`config.mk`:
```
export PLATFORM = sky130hd
export DESIGN_NAME = cfg_read_initiator
export DESIGN_NICKNAME = d
export VERILOG_FILES = /design/src/rtl/cfgi_pkg.sv /design/src/rtl/cfgi_regs.sv /design/src/rtl/cfgi_phase.sv /design/src/rtl/cfg_read_initiator.sv
export SDC_FILE = /design/constraint.sdc
export NUM_CORES = 1
export LEC_CHECK = 0
export BUFFER_PORTS_ARGS = -buffer_cell sky130_fd_sc_hd__buf_4
export CAP_MARGIN = 10
export CORE_MARGIN = 2
export CORE_UTILIZATION = 55
export DETAILED_ROUTE_END_ITERATION = 8
export GPL_TIMING_DRIVEN = 0
export PLACE_DENSITY = 0.79
export SLEW_MARGIN = 40
export SYNTH_ARGS = -nofsm -noshare
export SYNTH_HDL_FRONTEND = slang
export SYNTH_SLANG_ARGS = --single-unit
export TNS_END_PERCENT = 1
```
`constraint.sdc`:
```
create_clock -name clk -period 4.1 [get_ports clk]
set_input_delay 1.23 -clock clk [delete_from_list [all_inputs] [get_ports clk]]
set_output_delay 1.23 -clock clk [all_outputs]
set_load 0.01 [all_outputs]
```
`src/rtl/cfgi_pkg.sv`:
```
package cfgi_pkg;
  typedef enum logic [1:0] {PH_IDLE, PH_ADDR, PH_DATA} phase_t;

  localparam int OFF_ADDR = 'h150;
  localparam int OFF_DATA = 'h154;
  localparam int OFF_CMD  = 'h158;
  localparam int OFF_STAT = 'h044;
  localparam int OFF_MASK = 'h048;

  localparam int ST_DONE = 0;
  localparam int ST_BUSY = 1;
  localparam int ST_ERR  = 2;
endpackage

```
`src/rtl/cfgi_regs.sv`:
```
module cfgi_regs #(
  parameter int DW  = 32,
  parameter int CBW = 4,
  parameter int RAW = 12
) (
  input  logic           clk,
  input  logic           rst,
  input  logic           direct_en,
  input  logic           reg_req,
  input  logic           reg_we,
  input  logic [RAW-1:0] reg_addr,
  input  logic [DW-1:0]  reg_wdata,
  input  logic           busy,
  input  logic           cyc_done,
  input  logic [DW-1:0]  cyc_data,
  output logic [DW-1:0]  reg_rdata,
  output logic           reg_ack,
  output logic [DW-1:0]  addr_q,
  output logic [CBW-1:0] cmd_q,
  output logic [CBW-1:0] be_q,
  output logic           start,
  output logic           irq
);
  localparam logic [RAW-1:0] A_ADDR = RAW'(cfgi_pkg::OFF_ADDR);
  localparam logic [RAW-1:0] A_DATA = RAW'(cfgi_pkg::OFF_DATA);
  localparam logic [RAW-1:0] A_CMD  = RAW'(cfgi_pkg::OFF_CMD);
  localparam logic [RAW-1:0] A_STAT = RAW'(cfgi_pkg::OFF_STAT);
  localparam logic [RAW-1:0] A_MASK = RAW'(cfgi_pkg::OFF_MASK);
  localparam int             PADW   = DW - 2 * CBW;

  logic          addr_wr, cmd_wr;
  logic          st_done, st_err, msk;
  logic          dir_pend, dir_run;
  logic [DW-1:0] data_q;
  logic [DW-1:0] rd_mux;
  logic          auto_go, dir_go;

  assign auto_go = !direct_en && addr_wr && cmd_wr && !busy;
  assign dir_go  = dir_pend && !dir_run && !busy;
  assign start   = auto_go || dir_go;
  assign irq     = st_done & msk;

  always_comb begin
    rd_mux = '0;
    case (reg_addr)
      A_ADDR:  rd_mux = addr_q;
      A_DATA:  rd_mux = data_q;
      A_CMD:   rd_mux = {{PADW{1'b0}}, cmd_q, be_q};
      A_STAT:  rd_mux = DW'({st_err, busy, st_done});
      A_MASK:  rd_mux = DW'(msk);
      default: rd_mux = '0;
    endcase
  end

  always_ff @(posedge clk) begin
    if (rst) begin
      reg_ack   <= 1'b0;
      reg_rdata <= '0;
      addr_q    <= '0;
      cmd_q     <= '0;
      be_q      <= '0;
      data_q    <= '0;
      addr_wr   <= 1'b0;
      cmd_wr    <= 1'b0;
      st_done   <= 1'b0;
      st_err    <= 1'b0;
      msk       <= 1'b0;
      dir_pend  <= 1'b0;
      dir_run   <= 1'b0;
    end else begin
      reg_ack <= 1'b0;
      if (start) begin
        addr_wr <= 1'b0;
        cmd_wr  <= 1'b0;
      end
      if (dir_go) dir_run <= 1'b1;
      if (reg_req) begin
        if (reg_we) begin
          reg_ack <= 1'b1;
          case (reg_addr)
            A_ADDR: begin
              if (busy) st_err <= 1'b1;
              else begin
                addr_q  <= reg_wdata;
                addr_wr <= !direct_en;
              end
            end
            A_CMD: begin
              if (busy) st_err <= 1'b1;
              else begin
                cmd_q  <= reg_wdata[2*CBW-1:CBW];
                be_q   <= reg_wdata[CBW-1:0];
                cmd_wr <= !direct_en;
              end
            end
            A_STAT: begin
              if (reg_wdata[cfgi_pkg::ST_DONE]) st_done <= 1'b0;
              if (reg_wdata[cfgi_pkg::ST_ERR])  st_err  <= 1'b0;
            end
            A_MASK:  msk <= reg_wdata[0];
            default: ;
          endcase
        end else if (direct_en && reg_addr == A_DATA) begin
          dir_pend <= 1'b1;
        end else begin
          reg_ack   <= 1'b1;
          reg_rdata <= rd_mux;
        end
      end
      if (cyc_done) begin
        data_q  <= cyc_data;
        st_done <= 1'b1;
        if (dir_run) begin
          reg_ack   <= 1'b1;
          reg_rdata <= cyc_data;
          dir_pend  <= 1'b0;
          dir_run   <= 1'b0;
        end
      end
    end
  end
endmodule

```
`src/rtl/cfgi_phase.sv`:
```
module cfgi_phase #(
  parameter int DW  = 32,
  parameter int CBW = 4
) (
  input  logic           clk,
  input  logic           rst,
  input  logic           start,
  input  logic [DW-1:0]  addr_q,
  input  logic [CBW-1:0] cmd_q,
  input  logic [CBW-1:0] be_q,
  input  logic           tgt_ack,
  input  logic           tgt_retry,
  output logic [DW-1:0]  bus_ad,
  output logic           bus_ad_oe,
  output logic [CBW-1:0] bus_cbe,
  output logic           bus_frame,
  output logic           bus_irdy,
  output logic           busy,
  output logic           cyc_done
);
  cfgi_pkg::phase_t state;
  logic [DW-1:0]    lat_addr;
  logic [CBW-1:0]   lat_cmd, lat_be;

  assign busy     = (state != cfgi_pkg::PH_IDLE);
  assign cyc_done = (state == cfgi_pkg::PH_DATA) && tgt_ack && !tgt_retry;

  always_ff @(posedge clk) begin
    if (rst) begin
      state     <= cfgi_pkg::PH_IDLE;
      lat_addr  <= '0;
      lat_cmd   <= '0;
      lat_be    <= '0;
      bus_ad    <= '0;
      bus_ad_oe <= 1'b0;
      bus_cbe   <= '0;
      bus_frame <= 1'b0;
      bus_irdy  <= 1'b0;
    end else begin
      case (state)
        cfgi_pkg::PH_IDLE: begin
          if (start) begin
            lat_addr  <= addr_q;
            lat_cmd   <= cmd_q;
            lat_be    <= be_q;
            state     <= cfgi_pkg::PH_ADDR;
            bus_frame <= 1'b1;
            bus_ad_oe <= 1'b1;
            bus_ad    <= addr_q;
            bus_cbe   <= cmd_q;
          end
        end
        cfgi_pkg::PH_ADDR: begin
          state     <= cfgi_pkg::PH_DATA;
          bus_frame <= 1'b0;
          bus_ad_oe <= 1'b0;
          bus_ad    <= '0;
          bus_cbe   <= lat_be;
          bus_irdy  <= 1'b1;
        end
        cfgi_pkg::PH_DATA: begin
          if (tgt_retry) begin
            state     <= cfgi_pkg::PH_ADDR;
            bus_frame <= 1'b1;
            bus_ad_oe <= 1'b1;
            bus_ad    <= lat_addr;
            bus_cbe   <= lat_cmd;
            bus_irdy  <= 1'b0;
          end else if (tgt_ack) begin
            state    <= cfgi_pkg::PH_IDLE;
            bus_cbe  <= '0;
            bus_irdy <= 1'b0;
          end
        end
        default: state <= cfgi_pkg::PH_IDLE;
      endcase
    end
  end
endmodule

```
`src/rtl/cfg_read_initiator.sv`:
```
module cfg_read_initiator #(
  parameter int DW  = 32,
  parameter int CBW = 4,
  parameter int RAW = 12
) (
  input  logic           clk,
  input  logic           rst,
  input  logic           direct_en,
  input  logic           reg_req,
  input  logic           reg_we,
  input  logic [RAW-1:0] reg_addr,
  input  logic [DW-1:0]  reg_wdata,
  output logic [DW-1:0]  reg_rdata,
  output logic           reg_ack,
  output logic           irq,
  output logic [DW-1:0]  bus_ad,
  output logic           bus_ad_oe,
  output logic [CBW-1:0] bus_cbe,
  output logic           bus_frame,
  output logic           bus_irdy,
  input  logic           tgt_ack,
  input  logic           tgt_retry,
  input  logic [DW-1:0]  tgt_data
);
  logic           busy, start, cyc_done;
  logic [DW-1:0]  addr_q;
  logic [CBW-1:0] cmd_q, be_q;

  cfgi_regs #(.DW(DW), .CBW(CBW), .RAW(RAW)) u_regs (
    .clk(clk), .rst(rst), .direct_en(direct_en),
    .reg_req(reg_req), .reg_we(reg_we), .reg_addr(reg_addr),
    .reg_wdata(reg_wdata), .busy(busy), .cyc_done(cyc_done),
    .cyc_data(tgt_data), .reg_rdata(reg_rdata), .reg_ack(reg_ack),
    .addr_q(addr_q), .cmd_q(cmd_q), .be_q(be_q), .start(start), .irq(irq)
  );

  cfgi_phase #(.DW(DW), .CBW(CBW)) u_phase (
    .clk(clk), .rst(rst), .start(start), .addr_q(addr_q), .cmd_q(cmd_q),
    .be_q(be_q), .tgt_ack(tgt_ack), .tgt_retry(tgt_retry),
    .bus_ad(bus_ad), .bus_ad_oe(bus_ad_oe), .bus_cbe(bus_cbe),
    .bus_frame(bus_frame), .bus_irdy(bus_irdy), .busy(busy),
    .cyc_done(cyc_done)
  );
endmodule

```
==> impl_metrics.tcl <==
set metrics [dict create \
    status "finished clean" \
    place.gp.congestion 0.921 \
    htree_levels 4 \
    yosysSeqAreaShare_pct 47.0 \
    dp_hpwl_microns 18500 \
    grt_pass1_wl_microns 38800 \
    ant_nets 0 \
    synth.cell_area_sq_um 8180 \
    final_util_pct 70.1 \
    grt_max_degree 17 \
    synth.area.mux_share_pct 5.63 \
    post_drt_wl_per_cell_microns 18.0 \
    slew_violations 0 \
    vdd_drop_max_v 0.000356 \
    async_reset_ff_share_pct 0 \
    fin_area_sq_um 10200 \
    crit_start "reg_addr[2]" \
    rr_endpoint "u_phase.bus_ad[20]" \
    relSlewSlack_pct 50.1 \
    dieHeight_microns 126 \
    grt_usage_pct 30.7 \
    powerDensity_nw_per_um2 447 \
    dieArea_sq_um 15900 \
    min_period_ps 2860 \
    area_growth_pct 24.5 \
    path_clk_slew_ps 70 \
    vias 7993 \
    routed_wl_microns 24700 \
    p_leak_uw 0.00368 \
    synth_cell_types 46 \
    critPathArrivalTime_ps 3230 \
    grt_pass1_vias 7330 \
    whs_ps 451 \
    start_kind "input pin" \
    core_sq_um 14500 \
    synth-compound-area-share_pct 16.9 \
    cp_max_fo 10 \
    clockBufferDepth 2 \
    synthFlopType "dfxtp_1" \
    synth_top_family_by_area "simple AND/OR/NAND/NOR gates" \
    yosys.area_share.simple_pct 25.2 \
    cts_made_buffers 17 \
    n_antenna_cell 0 \
    rows 44 \
    timing.max_cap.violations 0 \
    avgSynthCellArea_sq_um 8.12 \
    dpl-instance-area_sq_um 9570 \
    post-route-period-util_pct 69.8 \
    worstSetupPathType "input pin to register" \
    root_buffer "clkbuf_16" \
    worst_slew_pin_slew_ps 749 \
    clock_latency_ps 440 \
    finalHoldViolCount 0 \
    r2r-start "u_phase.state[0]" \
    cts_setup_buffers 0 \
    setup_viol 0 \
    r2r_cells 7 \
    syn_inst 1007 \
    cts_tree "built" \
    final_nets 1268 \
    port_buffers 154 \
    rsz0062_at_grt "false" \
    viasPerCell 5.80 \
    boundaryPins 156 \
    synth_nets 1095 \
    finClkSkew_ps 11.4 \
    initial_core_util_pct 56.3 \
    first_pass_iters 6 \
    timing.critical_path.to_type "register" \
    critPathCapture "u_regs.addr_q[4]" \
    grt-ovfl-total 0 \
    ys_ff_latch 192 \
    min_path_type "register to register" \
    antenna_found_initial 0 \
    cp_data_required_time_ps 4470 \
    synth_xor_xnor_area_share_pct 0 \
    cts_resized 0 \
    synth_edf_count 0 \
    reg2reg_setup_slack_ps 1690 \
    tns_ps 0 \
    drc 0 \
    max_freq_mhz 350 \
    yosys_warnings 0 \
    die_x_microns 126 \
    ctsHoldBuffers 0 \
    clock_sinks 192 \
    synth_fa_ha_area_share_pct 0.765 \
    drt_iter0_drc 747 \
    total_power_uw 4550 \
    drive_gt1_share_pct 19.5 \
]
metal layers:
layer  vias to the layer above  routed length (microns)  track usage, %
met1                      3738                    11100            43.6
li1                       3834                        -               -
met3                        50                     1990            5.06
met4                         0                      526            9.24
met2                       371                    11100            48.4
met5                         -                        0               0
cell families after synthesis:
kind of cell             Yosys count
flip-flops                       192
buffers and inverters             89
adder cells (fa/ha/maj)            5
AO/OA/AOI/OAI                    216
AND/OR/NAND/NOR                  462
multiplexers                      43
cell usage after synthesis, types with 2 or more instances:
cell type,count,area (sq um)
o22ai_1,2,12.5
buf_2,9,45.0
a311oi_1,32,280
a21oi_1,122,611
mux2i_1,19,190
a211oi_1,5,37.5
o21ai_0,7,35.0
nor2b_1,7,43.8
nand2_1,224,841
a31oi_1,3,18.8
nor3_1,33,165
and3_1,2,12.5
nor4b_4,2,47.6
nor2_1,100,375
mux2_2,24,270
nand2b_1,35,219
nand3_1,41,205
o21ai_1,2,10.0
or2_2,2,12.5
dfxtp_1,192,3840
a221oi_1,29,254
a32oi_1,4,35.0
a2bb2oi_1,2,17.5
buf_1,5,18.8
and3b_1,3,26.3
buf_4,6,45.0
nor4_1,3,18.8
ha_1,5,62.6
inv_1,5,18.8
clkbuf_1,64,240
and2_1,3,18.8
power by group:
group / internal, uW / switching (uW)
clock network: 998 / 740
registers: 1970 / 60.3
logic: 351 / 435
total: 3320 / 1240
critical path, cell delays in order:
cell      delay, ps
buf_4            80
buf_2           220
buf_1           480
nor2_1          170
nand3_1         350
clkbuf_1        430
nand2_1         100
a21oi_1         150
flip-flops by register name, summed over array words and instances (netlist names), named ones only:
signal             count
u_phase.bus_frame      1
u_phase.bus_irdy       1
u_regs.msk             1
u_regs.st_err          1
u_phase.lat_addr      32
u_regs.addr_q         32
u_regs.dir_pend        1
u_regs.data_q         32
u_phase.bus_ad        32
u_phase.bus_cbe        4
u_regs.st_done         1
u_regs.reg_ack         1
u_phase.lat_be         4
u_regs.dir_run         1
u_phase.lat_cmd        4
u_regs.be_q            4
u_phase.state          2
u_regs.reg_rdata      32
u_regs.addr_wr         1
u_regs.cmd_q           4
stage by stage:
stage / worst slack, ps / cells
3_5_place_dp: 842 / 1345
2_1_floorplan: 1480 / 1007
3_3_place_gp: 883 / 1345
5_1_grt: 1100 / 1377
4_1_cts: 1290 / 1377
6_report: 1240 / 1377
layout make-up:
type	instances	area (sq um)
Buffer	84	349
Clock buffer	21	460
Clock inverter	11	153
Fill cell	1230	4350
Inverter	5	18.8
Multi-Input combinational cell	726	3980
Sequential cell	192	3840
Tap cell	184	230
Timing Repair Buffer	154	1160
worst min-delay path by stage:
stage	from	to	slack (ps)	cells past startpoint
2_1_floorplan	u_regs.data_q[10]	u_regs.data_q[10]	430	2
3_3_place_gp	u_regs.data_q[27]	u_regs.data_q[27]	440	2
3_5_place_dp	u_regs.data_q[25]	u_regs.data_q[25]	440	2
4_1_cts	u_regs.data_q[25]	u_regs.data_q[25]	450	2
5_1_grt	u_phase.lat_addr[26]	u_phase.lat_addr[26]	470	2
6_report	u_regs.data_q[25]	u_regs.data_q[25]	450	2
cells in the final DEF (no fill, tap or decap), types with 5 or more instances in the layout:
cell type	Yosys	layout
a211oi_1	5	5
ha_1	5	5
nand2b_1	35	35
nor2_1	100	100
clkbuf_1	64	66
a21oi_1	122	122
nand2_1	224	224
inv_1	5	5
a221oi_1	29	29
buf_4	6	160
buf_1	5	5
nor3_1	33	33
o21ai_0	7	7
nor2b_1	7	7
a311oi_1	32	32
nand3_1	41	41
dfxtp_1	192	192
clkbuf_16	0	17
mux2_2	24	24
buf_2	9	9
mux2i_1	19	19
(Power assumes the default switching activity.)
